$ cat src/rtl/pim_pkg.sv
package pim_pkg;

  typedef struct packed {
    logic cc_hi;
    logic part_off;
    logic jab_off;
  } speed_cfg_t;

  // Collision limit for the selected speed, doubled when requested.
  function automatic int unsigned cc_limit(input logic hi, input int unsigned base);
    return hi ? (base * 2) : base;
  endfunction

endpackage

$ cat src/rtl/pim_strobe_cnt.sv
module pim_strobe_cnt #(
  parameter int unsigned LIMIT = 1024
) (
  input  logic clk,
  input  logic rst_n,
  input  logic clr,
  input  logic inc,
  output logic reached
);
  localparam int unsigned W = $clog2(LIMIT + 1);
  localparam logic [W-1:0] LIM_V = W'(LIMIT);

  logic [W-1:0] cnt_q, cnt_d;

  always_comb begin
    cnt_d = cnt_q;
    if (clr) begin
      cnt_d = '0;
    end else if (inc && (cnt_q != LIM_V)) begin
      cnt_d = cnt_q + 1'b1;
    end
  end

  always_ff @(posedge clk or negedge rst_n) begin
    if (!rst_n) begin
      cnt_q <= '0;
    end else begin
      cnt_q <= cnt_d;
    end
  end

  assign reached = (cnt_q == LIM_V);
endmodule

$ cat src/rtl/pim_activity.sv
module pim_activity (
  input  logic clk,
  input  logic rst_n,
  input  logic active,
  input  logic col,
  output logic pkt_end,
  output logic pkt_collided
);
  logic act_q, seen_q;
  logic seen_d;

  always_comb begin
    seen_d = active ? (seen_q | col) : 1'b0;
  end

  always_ff @(posedge clk or negedge rst_n) begin
    if (!rst_n) begin
      act_q  <= 1'b0;
      seen_q <= 1'b0;
    end else begin
      act_q  <= active;
      seen_q <= seen_d;
    end
  end

  assign pkt_end      = act_q & ~active;
  assign pkt_collided = seen_q;
endmodule

$ cat src/rtl/pim_cc_track.sv
module pim_cc_track #(
  parameter int unsigned CC_W = 8
) (
  input  logic            clk,
  input  logic            rst_n,
  input  logic            pkt_end,
  input  logic            collided,
  input  logic [CC_W-1:0] limit,
  output logic            hit
);
  logic [CC_W-1:0] cnt_q, cnt_d, bumped;

  always_comb begin
    bumped = (&cnt_q) ? cnt_q : (cnt_q + 1'b1);
    cnt_d  = cnt_q;
    if (pkt_end) begin
      cnt_d = collided ? bumped : '0;
    end
  end

  always_ff @(posedge clk or negedge rst_n) begin
    if (!rst_n) begin
      cnt_q <= '0;
    end else begin
      cnt_q <= cnt_d;
    end
  end

  assign hit = pkt_end & collided & (bumped >= limit);
endmodule

$ cat src/rtl/port_isolation_monitor.sv
module port_isolation_monitor #(
  parameter int unsigned CC_LIM10    = 32,
  parameter int unsigned CC_LIM100   = 64,
  parameter int unsigned LONG_COL_BT = 1024,
  parameter int unsigned RECONN_BT   = 512,
  parameter int unsigned JAB_BT      = 65536
) (
  input  logic clk,
  input  logic rst_n,
  input  logic bit_stb,
  input  logic carrier,
  input  logic col,
  input  logic tx_act,
  input  logic spd_100,
  input  logic cfg_cc_hi10,
  input  logic cfg_cc_hi100,
  input  logic cfg_dis_part10,
  input  logic cfg_dis_part100,
  input  logic cfg_dis_jab10,
  input  logic cfg_dis_jab100,
  output logic partitioned,
  output logic jab_inhibit
);
  import pim_pkg::*;

  localparam int unsigned CC_MAX = (CC_LIM10 > CC_LIM100) ? CC_LIM10 : CC_LIM100;
  localparam int unsigned CC_W   = $clog2(2 * CC_MAX + 1);

  speed_cfg_t      cfg;
  logic [CC_W-1:0] limit;
  logic            active;
  logic            pkt_end, pkt_collided;
  logic            cc_hit, lc_hit, len_ok, jab_full;
  logic            jab_set, reconn, part_set;
  logic            part_q, part_d, jab_q, jab_d;

  always_comb begin
    if (spd_100) begin
      cfg.cc_hi    = cfg_cc_hi100;
      cfg.part_off = cfg_dis_part100;
      cfg.jab_off  = cfg_dis_jab100;
      limit        = CC_W'(cc_limit(cfg_cc_hi100, CC_LIM100));
    end else begin
      cfg.cc_hi    = cfg_cc_hi10;
      cfg.part_off = cfg_dis_part10;
      cfg.jab_off  = cfg_dis_jab10;
      limit        = CC_W'(cc_limit(cfg_cc_hi10, CC_LIM10));
    end
  end

  assign active = carrier | tx_act;

  pim_activity u_act (
    .clk         (clk),
    .rst_n       (rst_n),
    .active      (active),
    .col         (col),
    .pkt_end     (pkt_end),
    .pkt_collided(pkt_collided)
  );

  pim_cc_track #(.CC_W(CC_W)) u_cc (
    .clk     (clk),
    .rst_n   (rst_n),
    .pkt_end (pkt_end),
    .collided(pkt_collided),
    .limit   (limit),
    .hit     (cc_hit)
  );

  pim_strobe_cnt #(.LIMIT(LONG_COL_BT + 1)) u_long_col (
    .clk    (clk),
    .rst_n  (rst_n),
    .clr    (~col),
    .inc    (bit_stb & col),
    .reached(lc_hit)
  );

  pim_strobe_cnt #(.LIMIT(RECONN_BT + 1)) u_len (
    .clk    (clk),
    .rst_n  (rst_n),
    .clr    (~active),
    .inc    (bit_stb & active),
    .reached(len_ok)
  );

  pim_strobe_cnt #(.LIMIT(JAB_BT)) u_jab (
    .clk    (clk),
    .rst_n  (rst_n),
    .clr    (~carrier),
    .inc    (bit_stb & carrier),
    .reached(jab_full)
  );

  always_comb begin
    jab_set  = ~cfg.jab_off & carrier & jab_full & ~jab_q;
    reconn   = pkt_end & ~pkt_collided & len_ok & ~jab_q;
    part_set = cc_hit | lc_hit | (jab_set & spd_100);

    jab_d = jab_q;
    if (cfg.jab_off) begin
      jab_d = 1'b0;
    end else if (jab_set) begin
      jab_d = 1'b1;
    end else if (bit_stb && !carrier) begin
      jab_d = 1'b0;
    end

    part_d = part_q;
    if (cfg.part_off) begin
      part_d = 1'b0;
    end else if (part_set) begin
      part_d = 1'b1;
    end else if (reconn) begin
      part_d = 1'b0;
    end
  end

  always_ff @(posedge clk or negedge rst_n) begin
    if (!rst_n) begin
      part_q <= 1'b0;
      jab_q  <= 1'b0;
    end else begin
      part_q <= part_d;
      jab_q  <= jab_d;
    end
  end

  assign partitioned = part_q;
  assign jab_inhibit = jab_q;
endmodule

$ cat config.mk
export PLATFORM = sky130hd
export DESIGN_NAME = port_isolation_monitor
export DESIGN_NICKNAME = d
export VERILOG_FILES = /design/src/rtl/pim_pkg.sv /design/src/rtl/pim_strobe_cnt.sv /design/src/rtl/pim_activity.sv /design/src/rtl/pim_cc_track.sv /design/src/rtl/port_isolation_monitor.sv
export SDC_FILE = /design/constraint.sdc
export NUM_CORES = 1
export LEC_CHECK = 0
export BUFFER_PORTS_ARGS = -buffer_cell sky130_fd_sc_hd__buf_4
export CORE_MARGIN = 2
export CORE_UTILIZATION = 60
export CTS_CLUSTER_SIZE = 16
export DETAILED_ROUTE_END_ITERATION = 10
export GPL_ROUTABILITY_DRIVEN = 0
export GPL_TIMING_DRIVEN = 0
export PLACE_DENSITY = 0.78
export SLEW_MARGIN = 20
export SYNTH_ARGS = -nofsm -noshare
export SYNTH_HDL_FRONTEND = slang
export SYNTH_SLANG_ARGS = --single-unit
export TNS_END_PERCENT = 20
$ cat constraint.sdc
create_clock -name clk -period 2.8 [get_ports clk]
set_clock_uncertainty 0.15 [all_clocks]
set_input_delay 0.56 -clock clk [delete_from_list [all_inputs] [get_ports clk]]
set_output_delay 0.56 -clock clk [all_outputs]
set_load 0.02 [all_outputs]
==> metrics.md, run 1 <==
| Metric | Value |
|---|---|
| Status | completed |
| Worst skew pair latency | roughly 0.30 ns |
| Commonest non-fill, non-tap cells in the layout | 50 x dfrtp_1, 23 x nand2_1, 20 x nor2_1, 19 x and2_1, 18 x xnor2_1 |
| Sequential element share of the synthesized area | 44.5% |
| Number of synthesized flops with an enable pin | 0 |
| Post-Layout Inst Area | between 3000 and 4000 sq um |
| CP max stage cell | dfrtp_1 |
| Setup_tns | 0 ns |
| Share of the synthesized area in the top cell type | 44.5% |
| Ant diodes | 0 |
| Routed WL per cell | 15.0 um |
| Hold Path Class | primary input to async pin |
| Clock Root Buffer | clkbuf_8 |
| Synth Register Bits | 50 |
| Num rows | 24 |
| CP Data Arrival Time | ~2.6 ns |
| Post-CTS setup repair buffer count | 0 |
| Final Hold Vio Count | 0 |
| Post-DP HPWL | 3.76 mm |
| Crit path cell chain | and3_1 > and3_1 > and3_1 > mux2_1 > ha_1 > and4b_1 > a41oi_1 > o21ai_1 |
| Max-slew violations | 0 |
| Ports | 15 |
| Max-Cap Viols | 0 |
| Routed wl met3 | between 150 and 200 um |
| Layout Utilization | 69.3% |
| Unique cell type count in the Yosys netlist | 43 |
| Clock slew at reported path FFs | roughly 0.090 ns |
| Die area | 5250 sq um |
| Sw frac | between 20% and 30% |
| DR pass1 iterations | 4 |
| Initial antenna violation count | 0 |
| Cells after Synth | between 200 and 300 |
| Main synth FF type | dfrtp_1 |
| Clk sinks | 50 |
| Syn Area/Cell | just under 10 sq um |
| Post-DP Area | 2980 sq um |
| Initial DRC count | 157 |
| Final net count | approximately 330 |
| Pwr per Cell Area | 472 nW/um^2 |
| Largest net degree at the start of global routing | 51 |
| TritonCTS clock tree | yes |
| Htree depth | 2 |
| Maximum VDD drop | 299 uV |
| Max FO, Critical Path | 6 |
| Largest area contributor in the synthesized netlist | dfrtp_1 |
| Die Span X | 72.5 um |
| Wl on met1 | 2.69 mm |
| Vias in the first global route | around 2.1k |
| Max Root-Sink Buffers | 2 |
| Crit-path max cell delay | 0.44 ns |
| Cts hold-fix bufs | 0 |
| Worst relative slew slack | 59.0% |
| Internal | 0.00107 W |
| FMAX | 394 MHz |
| Initial Util | 63.3% |
| CTS buffer count | 5 |
| Required time worst endpoint | 2.84 ns |
| Total grt overflow | 0 |
| RSZ-0062 raised after global routing | false |
| Antenna Violating Nets Remaining | 0 |
| Port Buffers | 13 |
| Core area | around 4400 sq um |
| Logic pwr share | 13.2% |
| Worst setup EP type | flop |
| Min Tclk post-route | 2.54 ns |
| CP dominant cell by count | and3_1 |
| Period Utilization, post-route | 90.7% |
| Layout cells sized above 1 | under 10% |
| Clock power share | 31.8% |
| Finish-stage setup viols | 0 |
| Worst-Margin Slew | 0.615 ns |
| Share of flip-flops with an asynchronous set or reset | 100% |
| Max layer used | met4 |
| CP startpoint kind | flop |
| Post-CTS resize count | 0 |
| Tot GR Track Use | 23.4% |
| DIE HEIGHT | 72.5 um |
| Most common cell after layout, fill and taps aside | dfrtp_1 |
| WL met2 | 2.46 mm |
| P_leak | 1.39 nW |
| Area contributors post-synth | dfrtp_1 44%, xnor2_1 5.6%, ha_1 4.4% |
| Synth-to-Final Area Change | 9.52% |
| Mapped Area | 2810 sq um |
| Sequential power share | 55.1% |
| Fillers | 341 |
| Switching power | 0.000385 W |
| First-pass GRT wire length | 9.56 mm |
| Routed wire length | roughly 5.5 mm |
| Via count | 2207 |
| Syn_nets | 314 |
| Routed vias/inst | 6.06 |
| Yosys warns | 0 |
| CP Class | flop to flop |
| Final routed DRC violation total | 0 |
-- worst max-delay path: cells and delay by family (launching register included) --
kind / cells / cell delay [ns]
fa+ha+maj: 1 / 0.31
compound gates: 2 / 0.33
flops: 1 / 0.44
mux: 1 / 0.35
simple gates: 4 / 0.84
-- stage by stage --
step	hold WS [ns]	worst slack, ns	std cells	power, W
after floorplan	0.114	0.498	291	0.000936
after global placement	0.387	0.323	356	0.000999
after detailed placement	0.391	0.325	356	0.00100
after CTS	0.137	0.299	364	0.00147
after global routing	0.172	0.127	364	0.00153
final	0.107	0.261	364	0.00145
-- kinds of logic after synthesis --
| kind of cell | count (synthesis) | synth area share (%) |
|---|---|---|
| fa+ha+maj | 10 | 4.45 |
| flops | 50 | 44.5 |
| mux | 6 | 2.22 |
| compound gates | 49 | 12.0 |
| buf+inv | 16 | 2.31 |
| simple gates | 135 | 26.8 |
| xor+xnor | 25 | 7.78 |
-- sequential cells by signal, indices dropped and copies added (netlist names) --
| register | count |
|---|---|
| u_long_col.cnt_q | 11 |
| u_cc.cnt_q | 8 |
| u_act.pkt_collided | 1 |
| u_act.act_q | 1 |
| u_jab.cnt_q | 17 |
| jab_inhibit | 1 |
| u_len.cnt_q | 10 |
| partitioned | 1 |
-- final timing paths --
| kind | from | cells past startpoint | slack, ns | end |
|---|---|---|---|---|
| min in group clk | cfg_dis_jab100 | 2 | 0.29 | jab_inhibit$_DFFE_PN0P_ |
| hold reg to reg | u_cc.cnt_q[1]$_DFFE_PN0P_ | 1 | 0.42 | u_cc.cnt_q[1]$_DFFE_PN0P_ |
| setup / recovery | u_cc.cnt_q[2]$_DFFE_PN0P_ | 8 | 0.26 | partitioned$_DFFE_PN0P_ |
| max in group asynchronous | rst_n | 1 | 1.97 | u_len.cnt_q[1]$_DFFE_PN0P_ |
| setup reg to reg | u_cc.cnt_q[2]$_DFFE_PN0P_ | 8 | 0.26 | partitioned$_DFFE_PN0P_ |
| hold / removal | rst_n | 1 | 0.11 | u_cc.cnt_q[5]$_DFFE_PN0P_ |
-- routing by layer --
layer	GRT usage (%)	up-vias
met5	0	-
met3	4.03	16
li1	-	1081
met4	8.85	0
met1	31.7	1065
met2	37.9	45
-- synthesized netlist by cell type (2+ instances only) --
master / number
inv_2: 2
nand2_1: 23
mux2i_1: 4
nand3_1: 15
inv_1: 6
nor4_1: 5
a211oi_1: 2
or3_1: 9
nor4b_1: 2
a21boi_1: 9
and3_1: 13
o21ai_1: 6
and2_1: 19
nor2_1: 20
a21oi_1: 8
o21ai_0: 11
dfrtp_1: 50
xnor2_1: 18
clkbuf_1: 6
nand4_1: 13
nand2b_1: 4
nor2b_1: 4
a41oi_2: 2
and4_1: 3
xor2_1: 7
ha_1: 10
a22o_1: 4
-- cell type report --
class	count	area (sq um)	share of cell area [%]
inverters	8	30.0	0.974
plain buffers	8	35.0	1.14
clock buffers	7	96.3	3.13
multi-input cells	225	1500	48.6
flip-flops and latches	50	1250	40.6
clock inverters	1	8.76	0.284
repair buffers	13	97.6	3.17
well taps	52	65.1	2.11
-- power by group through the flow --
stage	clock [W]	combinational, W	sequential (W)
3_3_place_gp	0	0.000187	0.000812
3_5_place_dp	0	0.000190	0.000814
6_report	0.000462	0.000192	0.000801
4_1_cts	0.000481	0.000192	0.000799
5_1_grt	0.000505	0.000221	0.000806
2_1_floorplan	0	0.000131	0.000806
No activity file was read; power rests on OpenSTA's default activity.
==> inputs of run 2 (changes only) <==
--- a/config.mk
+++ b/config.mk
@@ -5,7 +5,7 @@
 export SDC_FILE = /design/constraint.sdc
 export NUM_CORES = 1
 export LEC_CHECK = 0
-export BUFFER_PORTS_ARGS = -buffer_cell sky130_fd_sc_hd__buf_4
+export BUFFER_PORTS_ARGS = -buffer_cell sky130_fd_sc_hd__buf_2
 export CORE_MARGIN = 2
 export CORE_UTILIZATION = 60
 export CTS_CLUSTER_SIZE = 16
==> metrics.md, run 2 (synthesis results as in run 1) <==
| Metric | Value |
|---|---|
| Status | completed (unchanged) |
| Finish-stage setup viols | 0 (unchanged) |
| Die area | 5250 sq um (unchanged) |
| Vias in the first global route | 2154 (was 2136) |
| Htree depth | 2 (unchanged) |
| Pwr Total | 0.00151 W (was 0.00145 W) |
| Max FO, Critical Path | 5 (was 6) |
| Most common cell after layout, fill and taps aside | dfrtp_1 (unchanged) |
| Setup_tns | 0 ns (unchanged) |
| Clk sinks | 50 (unchanged) |
| Placed insts | 356 (unchanged) |
| FMAX | 402 MHz (was 394 MHz) |
| Hold Path Class | primary input to async pin (unchanged) |
| CP startpoint kind | flop (unchanged) |
| Port Buffers | 13 (unchanged) |
| Initial DRC count | 168 (was 157) |
| Final WS setup | 0.315 ns (was 0.261 ns) |
| DR pass1 iterations | 4 (unchanged) |
| Hold slack | 0.0897 ns (was 0.107 ns) |
| Layout cells sized above 1 | 9.65% (was 9.94%) |
| Routed WL per cell | 14.8 um (was 15.0 um) |
| Largest net degree at the start of global routing | 51 (unchanged) |
| Internal | 0.00113 W (was 0.00107 W) |
| CP max stage cell | dfrtp_1 (unchanged) |
| Clock Root Buffer | clkbuf_8 (unchanged) |
| Commonest non-fill, non-tap cells in the layout | 50 x dfrtp_1, 23 x nand2_1, 20 x nor2_1, 19 x and2_1, 18 x xnor2_1 (unchanged) |
| TritonCTS clock tree | yes (unchanged) |
| P_leak | 1.38 nW (was 1.39 nW) |
| CP Data Arrival Time | 2.54 ns (was 2.58 ns) |
| Tot GR Track Use | 23.2% (was 23.4%) |
| Final Hold Vio Count | 0 (unchanged) |
| Worst setup EP type | flop (unchanged) |
| Fin cells | 363 (was 364) |
| Crit-path max cell delay | 0.44 ns (about the same) |
| Initial antenna violation count | 0 (unchanged) |
| Ant diodes | 0 (unchanged) |
| Max-slew violations | 0 (unchanged) |
| R2R setup slack | 0.32 ns (was 0.26 ns) |
| Min Tclk post-route | 2.48 ns (was 2.54 ns) |
| Ports | 15 (unchanged) |
| Pwr per Cell Area | 495 nW/um^2 (was 472 nW/um^2) |
| Crit path cell chain | and3_1 > and3_1 > and3_1 > mux2_1 > ha_1 > and4b_1 > a41oi_1 > o21ai_1 (unchanged) |
| Reg with most FFs | u_jab.cnt_q (unchanged) |
| Post-CTS setup repair buffer count | 0 (unchanged) |
| Maximum VDD drop | 328 uV (was 299 uV) |
| Routed vias/inst | 5.95 (was 6.06) |
| Total grt overflow | 0 (unchanged) |
| CP dominant cell by count | and3_1 (unchanged) |
| First-pass GRT wire length | 9.63 mm (was 9.56 mm) |
| Via count | 2161 (was 2207) |
| RSZ-0062 raised after global routing | false (unchanged) |
| Largest registers | u_jab.cnt_q x17, u_long_col.cnt_q x11, u_len.cnt_q x10 (unchanged) |
| R2R cell count | 8 (unchanged) |
| Post-DP HPWL | 3.77 mm (was 3.76 mm) |
| Reg2reg end | partitioned$_DFFE_PN0P_ (unchanged) |
| Period Utilization, post-route | 88.7% (was 90.7%) |
| CP Class | flop to flop (unchanged) |
| Worst Setup SP | u_cc.cnt_q[0]$_DFFE_PN0P_ (was u_cc.cnt_q[2]$_DFFE_PN0P_) |
| Sw frac | 25.7% (was 26.4%) |
| Sequential power share | 52.9% (was 55.1%) |
| Clock power share | 34.9% (was 31.8%) |
| Worst relative slew slack | 58.7% (was 59.0%) |
| Post-CTS resize count | 0 (unchanged) |
| Logic pwr share | 12.3% (was 13.2%) |
| Final routed DRC violation total | 0 (unchanged) |
| Initial Util | 63.3% (unchanged) |
| Antenna Violating Nets Remaining | 0 (unchanged) |
| Required time worst endpoint | 2.85 ns (was 2.84 ns) |
| Die Span X | 72.5 um (unchanged) |
| Synth-to-Final Area Change | 8.71% (was 9.52%) |
| Switching power | 0.000389 W (was 0.000385 W) |
| Routed wire length | 5.37 mm (was 5.45 mm) |
| Place WS | 0.331 ns (was 0.325 ns) |
| Worst r2r src | u_cc.cnt_q[0]$_DFFE_PN0P_ (was u_cc.cnt_q[2]$_DFFE_PN0P_) |
| Num rows | 24 (unchanged) |
| Cts hold-fix bufs | 0 (unchanged) |
| Core area | 4440 sq um (unchanged) |
| Worst-Margin Slew | 0.620 ns (was 0.615 ns) |
| Clock slew at reported path FFs | 0.10 ns (was 0.09 ns) |
| Worst path bufs/invs | 0 (unchanged) |
| Largest register FFs | 17 (unchanged) |
| Cell count along the critical path | 8 (unchanged) |
| CP top delay family | simple AND/OR/NAND/NOR gates (unchanged) |
| Max-Cap Viols | 0 (unchanged) |
| Final net count | 334 (unchanged) |
| Worst skew pair latency | 0.31 ns (was 0.30 ns) |
| DIE HEIGHT | 72.5 um (unchanged) |
| CTS buffer count | 5 (unchanged) |
| Max Root-Sink Buffers | 2 (unchanged) |
run 2: how the worst max path moves through the flow:
stage / slack, ns / endpoint
2_1_floorplan: 0.50 / partitioned$_DFFE_PN0P_
3_3_place_gp: 0.33 / partitioned$_DFFE_PN0P_
3_5_place_dp: 0.33 / partitioned$_DFFE_PN0P_
4_1_cts: 0.30 / partitioned$_DFFE_PN0P_
5_1_grt: 0.17 / partitioned$_DFFE_PN0P_
6_report: 0.32 / partitioned$_DFFE_PN0P_
run 2: per-layer routing:
metal / global-route usage (%) / routed length [um]
met1: 31.4 / 2660
met2: 37.9 / 2500
met3: 5.28 / 188
met4: 5.76 / 21
met5: 0 / 0
run 2: power groups by stage:
| stage | Combinational (W) | Sequential (W) | Clock (W) |
|---|---|---|---|
| 5_1_grt | 0.000215 | 0.000806 | 0.000562 |
| 4_1_cts | 0.000188 | 0.000800 | 0.000535 |
| 6_report | 0.000186 | 0.000800 | 0.000528 |
| 3_5_place_dp | 0.000186 | 0.000815 | 0 |
| 2_1_floorplan | 0.000131 | 0.000806 | 0 |
| 3_3_place_gp | 0.000182 | 0.000812 | 0 |
run 2: stage by stage:
stage                     util [%]  area (sq um)
after global routing          68.8          3060
after detailed placement      66.2          2940
after CTS                     68.8          3060
after global placement        66.2          2940
after floorplan                  -          2810
final                         68.8          3060
run 2: final cells by class:
cell class	count	area (sq um)
multi-input combinational	225	1500
fill	364	1390
sequential	50	1250
clock buffer	6	82.6
timing repair buffer	13	67.6
tap	52	65.1
buffer	8	35.0
clock inverter	1	30.0
inverter	8	30.0
==> inputs of run 3 (changes only) <==
--- a/config.mk
+++ b/config.mk
@@ -12,7 +12,7 @@
 export DETAILED_ROUTE_END_ITERATION = 10
 export GPL_ROUTABILITY_DRIVEN = 0
 export GPL_TIMING_DRIVEN = 0
-export PLACE_DENSITY = 0.78
+export PLACE_DENSITY_LB_ADDON = 0.05
 export SLEW_MARGIN = 20
 export SYNTH_ARGS = -nofsm -noshare
 export SYNTH_HDL_FRONTEND = slang
==> metrics.md, run 3 (synthesis results as in run 1) <==
| Metric | Value |
|---|---|
| Crit path cell chain | and3_1 > and3_1 > and3_1 > mux2_1 > ha_1 > and4b_1 > a41oi_1 > o21ai_1 (unchanged) |
| Placed insts | 356 (unchanged) |
| DR pass1 iterations | 4 (unchanged) |
| Antenna Violating Nets Remaining | 0 (unchanged) |
| Clock Root Buffer | clkbuf_8 (unchanged) |
| Hold Path Class | primary input to async pin (unchanged) |
| Finish-stage setup viols | 0 (unchanged) |
| Routed wire length | 5.35 mm (was 5.37 mm) |
| Fin cells | 364 (was 363) |
| Synth-to-Final Area Change | 7.96% (was 8.71%) |
| Largest net degree at the start of global routing | 51 (unchanged) |
| Maximum VDD drop | 364 uV (was 328 uV) |
| Initial DRC count | 157 (was 168) |
| RSZ-0062 raised after global routing | false (unchanged) |
| Max Root-Sink Buffers | 2 (unchanged) |
| CTS buffer count | 5 (unchanged) |
| CP max stage cell | dfrtp_1 (unchanged) |
| Final Hold Vio Count | 0 (unchanged) |
| CP top delay family | simple AND/OR/NAND/NOR gates (unchanged) |
| FMAX | 405 MHz (was 402 MHz) |
| Setup_tns | 0 ns (unchanged) |
| Period Utilization, post-route | 88.1% (was 88.7%) |
| Core area | 4440 sq um (unchanged) |
| Largest register FFs | 17 (unchanged) |
| Clk sinks | 50 (unchanged) |
| Die Span X | 72.5 um (unchanged) |
| Worst relative slew slack | 58.6% (was 58.7%) |
| Die area | 5250 sq um (unchanged) |
| Ant diodes | 0 (unchanged) |
| First-pass GRT wire length | 9.38 mm (was 9.63 mm) |
| Layout cells sized above 1 | 9.62% (was 9.65%) |
| DIE HEIGHT | 72.5 um (unchanged) |
| Required time worst endpoint | 2.84 ns (was 2.85 ns) |
| Cts hold-fix bufs | 0 (unchanged) |
| Worst-Margin Slew | 0.621 ns (was 0.620 ns) |
| Port Buffers | 13 (unchanged) |
| Max FO, Critical Path | 6 (was 5) |
| Pwr Total | 0.00142 W (was 0.00151 W) |
| Routed vias/inst | 5.93 (was 5.95) |
| Commonest non-fill, non-tap cells in the layout | 50 x dfrtp_1, 23 x nand2_1, 20 x nor2_1, 19 x and2_1, 18 x xnor2_1 (unchanged) |
| Pwr per Cell Area | 468 nW/um^2 (was 495 nW/um^2) |
| Worst setup EP type | flop (unchanged) |
| Via count | 2160 (was 2161) |
| Post-Layout Inst Area | 3040 sq um (was 3060 sq um) |
| Num rows | 24 (unchanged) |
| Layout Utilization | 68.4% (was 68.8%) |
| Vias in the first global route | 2148 (was 2154) |
| CP Class | flop to flop (unchanged) |
| Post-CTS setup repair buffer count | 0 (unchanged) |
| Final routed DRC violation total | 0 (unchanged) |
| Tot GR Track Use | 22.6% (was 23.2%) |
| Post-DP HPWL | 3.88 mm (was 3.77 mm) |
| Largest registers | u_jab.cnt_q x17, u_long_col.cnt_q x11, u_len.cnt_q x10 (unchanged) |
| CP startpoint kind | flop (unchanged) |
| CP dominant cell by count | and3_1 (unchanged) |
| Ports | 15 (unchanged) |
| Max-slew violations | 0 (unchanged) |
| Crit-path max cell delay | 0.43 ns (was 0.44 ns) |
| P_leak | 1.37 nW (was 1.38 nW) |
| Max-Cap Viols | 0 (unchanged) |
| Reg with most FFs | u_jab.cnt_q (unchanged) |
| Final net count | 334 (unchanged) |
| Post-CTS resize count | 0 (unchanged) |
| Initial antenna violation count | 0 (unchanged) |
| Initial Util | 63.3% (unchanged) |
| Htree depth | 2 (unchanged) |
| Most common cell after layout, fill and taps aside | dfrtp_1 (unchanged) |
| Clock slew at reported path FFs | 0.09 ns (was 0.10 ns) |
| Worst path bufs/invs | 0 (unchanged) |
| Min Tclk post-route | 2.47 ns (was 2.48 ns) |
| CP Data Arrival Time | 2.51 ns (was 2.54 ns) |
| Status | completed (unchanged) |
| Routed WL per cell | 14.7 um (was 14.8 um) |
| Worst skew pair latency | 0.30 ns (was 0.31 ns) |
| Post-DP Area | 2940 sq um (unchanged) |
| Total grt overflow | 0 (unchanged) |
| TritonCTS clock tree | yes (unchanged) |
[run 3: changes by cell type in the layout (fill, tap and decap cells not counted), sizes merged]
cell and delta:
bufinv -1, clkbuf +1, clkinv +1
[run 3: metrics by stage]
step	hold slack (ns)	setup WS, ns
2_1_floorplan	0.114	0.498
3_3_place_gp	0.391	0.360
3_5_place_dp	0.406	0.353
4_1_cts	0.302	0.335
5_1_grt	0.176	0.155
6_report	0.111	0.332
[run 3: path summary, 6_finish.rpt]
| path | start | depth (start not counted) | slack, ns | end |
|---|---|---|---|---|
| setup / recovery | u_cc.cnt_q[2]$_DFFE_PN0P_ | 8 | 0.33 | partitioned$_DFFE_PN0P_ |
| hold reg to reg | u_len.cnt_q[4]$_DFFE_PN0P_ | 2 | 0.43 | u_len.cnt_q[4]$_DFFE_PN0P_ |
| max in group asynchronous | rst_n | 1 | 1.96 | u_jab.cnt_q[4]$_DFFE_PN0P_ |
| min in group clk | cfg_dis_jab100 | 2 | 0.31 | jab_inhibit$_DFFE_PN0P_ |
| hold / removal | rst_n | 1 | 0.11 | u_cc.cnt_q[6]$_DFFE_PN0P_ |
| setup reg to reg | u_cc.cnt_q[2]$_DFFE_PN0P_ | 8 | 0.33 | partitioned$_DFFE_PN0P_ |
[run 3: layer usage]
layer	GRT usage, %	up-vias	part of all wire (%)
met5	0	-	0
met4	5.76	0	1.1
met3	4.58	6	2.8
met2	37.8	24	46
met1	30.3	1051	50
li1	-	1079	-
[run 3: power breakdown]
group	total, W	switching (W)	internal [W]
sequential	0.000800	0.0000422	0.000758
clock	0.000434	0.000234	0.000200
combinational	0.000189	0.000107	0.0000816
total	0.00142	0.000383	0.00104
[run 3: area by class of cell]
cell class / count / area [sq um]
clock buffer: 7 / 86.3
inverter: 8 / 30.0
tap: 52 / 65.1
timing repair buffer: 13 / 67.6
buffer: 8 / 35.0
sequential: 50 / 1250
multi-input combinational: 225 / 1500
clock inverter: 1 / 5.00
fill: 354 / 1410
